[src/rtl/rcr_pkg.sv]
package rcr_pkg;
   localparam int unsigned NUM_CAUSE   = 8;
   localparam int unsigned CB_POR      = 0;
   localparam int unsigned CB_WDOG     = 1;
   localparam int unsigned CB_TSENSE   = 2;
   localparam int unsigned CB_LOCKUP   = 3;
   localparam int unsigned CB_SWREQ    = 4;
   localparam int unsigned CB_JTAG_GEN = 5;
   localparam int unsigned CB_JTAG_SW  = 6;
   localparam int unsigned CB_WDOG3    = 7;

   typedef enum logic {
      SEL_CTRL = 1'b0,
      SEL_STAT = 1'b1
   } reg_sel_e;

   // A key masks its source only on an exact match; anything else fails safe.
   function automatic logic key_masks(input logic [7:0] key, input logic [7:0] mask_code);
      return key == mask_code;
   endfunction
endpackage

[src/rtl/rcr_ctrl_regs.sv]
module rcr_ctrl_regs #(
   parameter int unsigned DATA_W  = 32,
   parameter int unsigned KEY_W   = 4,
   parameter logic [KEY_W-1:0] WD_RUN_KEY = 4'hA,
   parameter logic [KEY_W-1:0] TS_RUN_KEY = 4'h2
) (
   input  logic              clk,
   input  logic              por_n,
   input  logic              wr_ctrl,
   input  logic [DATA_W-1:0] wr_data,
   output logic [KEY_W-1:0]  wd_key,
   output logic [KEY_W-1:0]  ts_key,
   output logic              lockup_en,
   output logic              wdog3_glob
);
   localparam int unsigned TS_LSB = KEY_W;
   localparam int unsigned LU_BIT = 2 * KEY_W;
   localparam int unsigned W3_BIT = 2 * KEY_W + 1;

   if (W3_BIT >= DATA_W) begin : g_bad_width
      $error("control fields do not fit in DATA_W");
   end

   always_ff @(posedge clk or negedge por_n) begin
      if (!por_n) begin
         wd_key     <= WD_RUN_KEY;
         ts_key     <= TS_RUN_KEY;
         lockup_en  <= 1'b0;
         wdog3_glob <= 1'b0;
      end else if (wr_ctrl) begin
         wd_key     <= wr_data[KEY_W-1:0];
         ts_key     <= wr_data[TS_LSB +: KEY_W];
         lockup_en  <= wr_data[LU_BIT];
         wdog3_glob <= wr_data[W3_BIT];
      end
   end
endmodule

[src/rtl/rcr_qualify.sv]
module rcr_qualify
   import rcr_pkg::*;
#(
   parameter int unsigned NCAUSE = NUM_CAUSE
) (
   input  logic              clk,
   input  logic              por_n,
   input  logic              wdog_evt,
   input  logic              tsense_evt,
   input  logic              lockup_evt,
   input  logic              swreq_evt,
   input  logic              jtag_gen_evt,
   input  logic              jtag_sw_evt,
   input  logic              wdog3_evt,
   input  logic              wd_masked,
   input  logic              ts_masked,
   input  logic              lockup_en,
   input  logic              wdog3_glob,
   output logic [NCAUSE-1:0] set_vec,
   output logic [NCAUSE-1:0] blk_vec,
   output logic              glob_rst_req,
   output logic              core_rst_req
);
   if (NCAUSE != NUM_CAUSE) begin : g_bad_count
      $error("cause count must match the package");
   end

   logic wd_lock_q;
   logic wd_go, ts_go, lu_go, glob_d, core_d;

   assign wd_go = wdog_evt & ~wd_masked;
   assign ts_go = tsense_evt & ~ts_masked;
   assign lu_go = lockup_evt & lockup_en;

   always_comb begin
      set_vec              = '0;
      set_vec[CB_WDOG]     = wdog_evt;
      set_vec[CB_TSENSE]   = ts_go;
      set_vec[CB_LOCKUP]   = lu_go;
      set_vec[CB_SWREQ]    = swreq_evt;
      set_vec[CB_JTAG_GEN] = jtag_gen_evt;
      set_vec[CB_JTAG_SW]  = jtag_sw_evt;
      set_vec[CB_WDOG3]    = wdog3_evt;
      blk_vec              = '0;
      blk_vec[CB_WDOG]     = wd_lock_q;
      blk_vec[CB_TSENSE]   = tsense_evt;
   end

   assign glob_d = wd_go | ts_go | lu_go | swreq_evt | jtag_gen_evt | jtag_sw_evt
                 | (wdog3_evt & wdog3_glob);
   assign core_d = wdog3_evt & ~wdog3_glob;

   always_ff @(posedge clk or negedge por_n) begin
      if (!por_n) begin
         wd_lock_q    <= 1'b0;
         glob_rst_req <= 1'b0;
         core_rst_req <= 1'b0;
      end else begin
         wd_lock_q    <= wd_lock_q | (wdog_evt & wd_masked);
         glob_rst_req <= glob_d;
         core_rst_req <= core_d;
      end
   end

   AST_SW_GLOBAL: assert property (@(posedge clk) disable iff (!por_n)
      swreq_evt |=> glob_rst_req);
   AST_WDOG_MASKED: assert property (@(posedge clk) disable iff (!por_n)
      (wdog_evt && wd_masked && !tsense_evt && !lockup_evt && !swreq_evt && !jtag_gen_evt
       && !jtag_sw_evt && !wdog3_evt) |=> !glob_rst_req);
   AST_LOCKUP_GATED: assert property (@(posedge clk) disable iff (!por_n)
      (lockup_evt && !lockup_en && !wdog_evt && !tsense_evt && !swreq_evt && !jtag_gen_evt
       && !jtag_sw_evt && !wdog3_evt) |=> !glob_rst_req);
   AST_W3_CORE: assert property (@(posedge clk) disable iff (!por_n)
      (wdog3_evt && !wdog3_glob) |=> core_rst_req);
   AST_LOCK_STAYS: assert property (@(posedge clk) disable iff (!por_n)
      wd_lock_q |=> wd_lock_q);
endmodule

[src/rtl/rcr_cause_flags.sv]
module rcr_cause_flags
   import rcr_pkg::*;
#(
   parameter int unsigned NCAUSE = NUM_CAUSE
) (
   input  logic              clk,
   input  logic              por_n,
   input  logic [NCAUSE-1:0] set_vec,
   input  logic [NCAUSE-1:0] blk_vec,
   input  logic [NCAUSE-1:0] w1c_vec,
   input  logic              wb_wr,
   input  logic              wb_data,
   output logic [NCAUSE-1:0] flags,
   output logic              warm_boot
);
   for (genvar i = 0; i < NCAUSE; i++) begin : g_flag
      localparam logic RST_VAL = (i == CB_POR);
      logic bit_q;
      always_ff @(posedge clk or negedge por_n) begin
         if (!por_n)                       bit_q <= RST_VAL;
         else if (set_vec[i])              bit_q <= 1'b1;
         else if (w1c_vec[i] && !blk_vec[i]) bit_q <= 1'b0;
      end
      assign flags[i] = bit_q;

      AST_BLOCKED_HOLD: assert property (@(posedge clk) disable iff (!por_n)
         (bit_q && blk_vec[i]) |=> bit_q);
   end

   always_ff @(posedge clk or negedge por_n) begin
      if (!por_n)     warm_boot <= 1'b0;
      else if (wb_wr) warm_boot <= wb_data;
   end
endmodule

[src/rtl/reset_cause_rec.sv]
module reset_cause_rec
   import rcr_pkg::*;
#(
   parameter int unsigned DATA_W = 32,
   parameter int unsigned KEY_W  = 4,
   parameter logic [KEY_W-1:0] WD_RUN_KEY = 4'hA,
   parameter logic [KEY_W-1:0] TS_RUN_KEY = 4'h2,
   parameter logic [KEY_W-1:0] MASK_KEY   = 4'h5
) (
   input  logic              clk,
   input  logic              por_n,
   input  logic              wdog_evt,
   input  logic              tsense_evt,
   input  logic              lockup_evt,
   input  logic              swreq_evt,
   input  logic              jtag_gen_evt,
   input  logic              jtag_sw_evt,
   input  logic              wdog3_evt,
   input  logic              wr_en,
   input  logic              addr,
   input  logic [DATA_W-1:0] wr_data,
   output logic [DATA_W-1:0] rd_data,
   output logic              glob_rst_req,
   output logic              core_rst_req
);
   localparam int unsigned WB_BIT  = NUM_CAUSE;
   localparam int unsigned CTRL_W  = 2 * KEY_W + 2;

   if (KEY_W < 3 || KEY_W > 8) begin : g_bad_key
      $error("KEY_W must be 3..8");
   end
   if (DATA_W <= WB_BIT || DATA_W < CTRL_W) begin : g_bad_data
      $error("DATA_W too narrow");
   end

   logic [KEY_W-1:0]     wd_key, ts_key;
   logic                 lockup_en, wdog3_glob;
   logic                 wd_masked, ts_masked;
   logic [NUM_CAUSE-1:0] set_vec, blk_vec, w1c_vec, flags;
   logic                 warm_boot, wr_ctrl, wr_stat;

   assign wr_ctrl = wr_en && (reg_sel_e'(addr) == SEL_CTRL);
   assign wr_stat = wr_en && (reg_sel_e'(addr) == SEL_STAT);
   assign w1c_vec = wr_stat ? wr_data[NUM_CAUSE-1:0] : '0;

   assign wd_masked = key_masks(8'(wd_key), 8'(MASK_KEY));
   assign ts_masked = key_masks(8'(ts_key), 8'(MASK_KEY));

   rcr_ctrl_regs #(
      .DATA_W(DATA_W), .KEY_W(KEY_W), .WD_RUN_KEY(WD_RUN_KEY), .TS_RUN_KEY(TS_RUN_KEY)
   ) ctrl_i (
      .clk(clk), .por_n(por_n), .wr_ctrl(wr_ctrl), .wr_data(wr_data),
      .wd_key(wd_key), .ts_key(ts_key), .lockup_en(lockup_en), .wdog3_glob(wdog3_glob)
   );

   rcr_qualify #(.NCAUSE(NUM_CAUSE)) qual_i (
      .clk(clk), .por_n(por_n),
      .wdog_evt(wdog_evt), .tsense_evt(tsense_evt), .lockup_evt(lockup_evt),
      .swreq_evt(swreq_evt), .jtag_gen_evt(jtag_gen_evt), .jtag_sw_evt(jtag_sw_evt),
      .wdog3_evt(wdog3_evt), .wd_masked(wd_masked), .ts_masked(ts_masked),
      .lockup_en(lockup_en), .wdog3_glob(wdog3_glob),
      .set_vec(set_vec), .blk_vec(blk_vec),
      .glob_rst_req(glob_rst_req), .core_rst_req(core_rst_req)
   );

   rcr_cause_flags #(.NCAUSE(NUM_CAUSE)) flags_i (
      .clk(clk), .por_n(por_n), .set_vec(set_vec), .blk_vec(blk_vec), .w1c_vec(w1c_vec),
      .wb_wr(wr_stat), .wb_data(wr_data[WB_BIT]), .flags(flags), .warm_boot(warm_boot)
   );

   always_comb begin
      rd_data = '0;
      if (reg_sel_e'(addr) == SEL_STAT) begin
         rd_data[NUM_CAUSE-1:0] = flags;
         rd_data[WB_BIT]        = warm_boot;
      end else begin
         rd_data[CTRL_W-1:0] = {wdog3_glob, lockup_en, ts_key, wd_key};
      end
   end

   AST_WB_NO_CLEAR: assert property (@(posedge clk) disable iff (!por_n)
      (wr_stat && wr_data[NUM_CAUSE-1:0] == '0)
      |=> ((flags & $past(flags)) == $past(flags)));
   AST_REQ_EXCL: assert property (@(posedge clk) disable iff (!por_n)
      (wdog3_evt && !wdog3_glob && !wdog_evt && !tsense_evt && !lockup_evt && !swreq_evt
       && !jtag_gen_evt && !jtag_sw_evt) |=> (core_rst_req && !glob_rst_req));
endmodule

[config.mk]
export PLATFORM = sky130hd
export DESIGN_NAME = reset_cause_rec
export DESIGN_NICKNAME = d
export VERILOG_FILES = /design/src/rtl/rcr_pkg.sv /design/src/rtl/rcr_ctrl_regs.sv /design/src/rtl/rcr_qualify.sv /design/src/rtl/rcr_cause_flags.sv /design/src/rtl/reset_cause_rec.sv
export SDC_FILE = /design/constraint.sdc
export NUM_CORES = 1
export LEC_CHECK = 0
export ABC_AREA = 1
export ABC_CLOCK_PERIOD_IN_PS = 2900
export CAP_MARGIN = 40
export CORE_MARGIN = 2
export CORE_UTILIZATION = 60
export DETAILED_ROUTE_END_ITERATION = 8
export DONT_BUFFER_PORTS = 1
export GPL_TIMING_DRIVEN = 1
export PLACE_DENSITY = 0.76
export SYNTH_ARGS = -nofsm -noshare
export SYNTH_HDL_FRONTEND = slang
export SYNTH_SLANG_ARGS = --single-unit
[constraint.sdc]
create_clock -name clk -period 2.9 [get_ports clk]
set_clock_uncertainty 0.2 [all_clocks]
set_input_delay 0.725 -clock clk [delete_from_list [all_inputs] [get_ports clk]]
set_output_delay 0.725 -clock clk [all_outputs]
set_load 0.01 [all_outputs]
==> results by group <==
Timing
  • Final Critical Period: between 2000 and 2500 ps
  • Final period utilization: a little under three quarters
  • Count of pins over their slew limit: 0
  • Setup_tns: 0 ps
  • RSZ-0062 raised after global routing: no
  • Slew @ Worst Pin: approximately 840 ps
  • Final Hold Slack: between 40 and 50 ps
  • Setup WS post-layout: between 800 and 900 ps
  • Endpoints failing setup: 0
  • Slew margin rel.: between 40% and 50%
  • Fmax: a little under 0.5 GHz
  • Hold Vio Cnt, Final: 0

Layout
  • Most common cell after layout, fill and taps aside: nand2_1
  • Share of layout cells above drive strength 1: 6.494%
  • Seq. cell area: around 560 µm²
  • Filler instances: about 180
  • Multi-input logic area: between 400 and 500 µm²
  • Area Growth Syn to Fin: -2.760%
  • Final cell count without fillers: 181
  • Most frequent cells in the layout: nand2_1 (50), conb_1 (22), inv_1 (19)
  • # diodes: 0
  • Nets@finish: slightly below 200

Clock network
  • TritonCTS clock tree: built
  • CTS root buffer: clkbuf_4
  • Clock sink count: 22
  • Htree depth: 1
  • Clk pin slew, worst setup/hold paths: 120 ps
  • Clock Path Buffers: 2
  • Clock latency on the worst-skew pair: approximately 300 ps
  • Post-CTS setup buffer count: 0
  • CTS Buf Count: 3

Detailed routing
  • WL/cell: about 11 µm
  • Final WL: 2076 µm
  • DRC: 0
  • Routed Antenna Nets: 0
  • Vias per cell: 4.718
  • Drt pass-1 iters: 4
  • Vias: roughly 850
  • Initial DRC Count: 24

Worst setup path
  • R2R depth: 4
  • Crit. End Element: output pin
  • Worst R2R End: qual_i.glob_rst_req$_DFF_PN0_
  • Setup slack, reg-to-reg: between 1500 and 2000 ps
  • Crit-path cells: inv_2 > o21ai_0
  • Worst-path maximum fanout: 14
  • Worst Path Arrival: approximately 1200 ps
  • Worst Path Required: ~2000 ps
  • Critical path buffer and inverter count: 1
  • CP Launch Type: input pin
  • Slowest stage cell, crit path: o21ai_0
  • WS Path Type: input pin to output pin
  • Worst flop-to-flop path startpoint: ctrl_i.lockup_en$_DFFE_PN0P_
  • Delay-heaviest family, CP: compound AO/OA/AOI/OAI gates
  • CP peak stage delay: 340 ps

GRT
  • Largest net degree at the start of global routing: 20
  • Total global routing overflow: 0
  • First-pass GRT wire length: approximately 3300 µm
  • Total GRT Usage: between 10% and 20%
  • Initial antenna violation count: 0
  • Vias in the first global route: slightly below 800

Placed design
  • Port-buffer cells: 0
  • Routability cong.: slightly above 0.8
  • Inst Count DP: 176
  • Pre-CTS WS: 822.9 ps
  • Hpwl dp: 1488 µm

Synth
  • Netlist cell types: 16
  • Syn. warnings: 0
  • Mean Syn Cell Area: 7.754 µm²
  • Post-synthesis cell count: 152
  • Synth Cell Area: about 0.0012 mm²
  • Register area share after synthesis: between 40% and 50%
  • Register bit total from synthesis: 22

Die
  • Core footprint: around 0.0019 mm²
  • Std-Cell Rows: 16
  • # IOs: 77
  • Die height: about 48 µm
  • DIE WIDTH: 48.32 µm
  • Die area: 0.002335 mm²
  • Initial Utilization: between 60 and 70%

Power
  • Power Dens Cells: 518.8 mW/mm²
  • LEAKAGE: ~0.00064 µW
  • Max IR drop VDD: about 0.00026 V

Min path
  • HP Class: input pin to asynchronous set/reset pin

Flow run
  • Max-cap violations: 0

Run status
  • Status: finished clean
registers in the layout (all words and copies together), names as in the netlist:
register	flops
ctrl_i.wdog3_glob	1
ctrl_i.ts_key	4
qual_i.core_rst_req	1
qual_i.wd_lock_q	1
flags_i.g_flag.bit_q	8
ctrl_i.lockup_en	1
ctrl_i.wd_key	4
qual_i.glob_rst_req	1
flags_i.warm_boot	1
metrics by stage:
step / area, µm² / total power [µW] / util (%)
2_1_floorplan: 1257 / 457.4 / -
3_3_place_gp: 1110 / 445.2 / 58.36
3_5_place_dp: 1110 / 448.7 / 58.36
4_1_cts: 1146 / 596.1 / 60.26
5_1_grt: 1146 / 621.2 / 60.26
6_report: 1146 / 594.6 / 60.26
layout make-up:
class	count	share of cell area, %
flip-flops and latches	22	48.47
multi-input cells	107	38.86
well taps	27	2.948
inverters	20	6.550
clock buffers	4	2.293
repair buffers	1	0.8734
Yosys cell counts:
library cell / count / area (µm²)
inv_1: 19 / 71.32
inv_2: 1 / 3.750
nand2_1: 50 / 187.7
nand2_4: 1 / 11.26
conb_1: 1 / 3.750
buf_2: 1 / 5.000
dfstp_2: 4 / 105.1
dfrtp_1: 18 / 450.4
a21oi_2: 1 / 8.760
o21ai_1: 8 / 40.04
nor2_1: 10 / 37.54
o21bai_1: 1 / 7.510
nand3_1: 3 / 15.01
buf_4: 22 / 165.2
buf_6: 1 / 11.26
o21ai_0: 11 / 55.05
timing repair:
item                                    CTS  global route
hold endpoints to repair                 18             0
hold buffers                              1             0
gates resized for setup                   0             0
endpoints found under the setup margin    0             0
worst register-to-register path, cell delays in order (launching register included):
cell and delay, ps:
dfrtp_1 410, nand2_1 90, nand2_1 70, nor2_1 110, nand3_1 90
power by group:
part | internal, µW | switching [µW]
sequential | 337 | 17.3
clock | 53.5 | 92.7
combinational | 26.3 | 67.4
total | 417 | 177
layer usage:
layer | global-route usage, % | part of all wire, % | wire length [µm]
met4 | 7.619 | 0.63 | 13
met2 | 31.25 | 51 | 1049
met3 | 2.778 | 5.9 | 122
met5 | 0 | 0 | 0
met1 | 22.71 | 43 | 891
kinds of logic (layout without fill, tap and decap cells):
group / Yosys count / in the layout / synth area share, %
other: 1 / 22 / 0.3182
buffers and inverters: 44 / 25 / 21.76
AOI/OAI and AO/OA: 21 / 21 / 9.448
and+or+nand+nor: 64 / 64 / 21.34
DFF: 22 / 22 / 47.13
worst max path at each step:
stage / from / endpoint / slack (ps) / depth (start not counted)
final: addr / rd_data[5] / 830 / 2
after global routing: addr / rd_data[5] / 800 / 2
after CTS: addr / rd_data[5] / 830 / 2
after detailed placement: addr / rd_data[5] / 820 / 2
after global placement: addr / rd_data[5] / 830 / 2
after floorplan: addr / rd_data[4] / 800 / 2
Note: power is estimated with default switching activity, not from simulation.
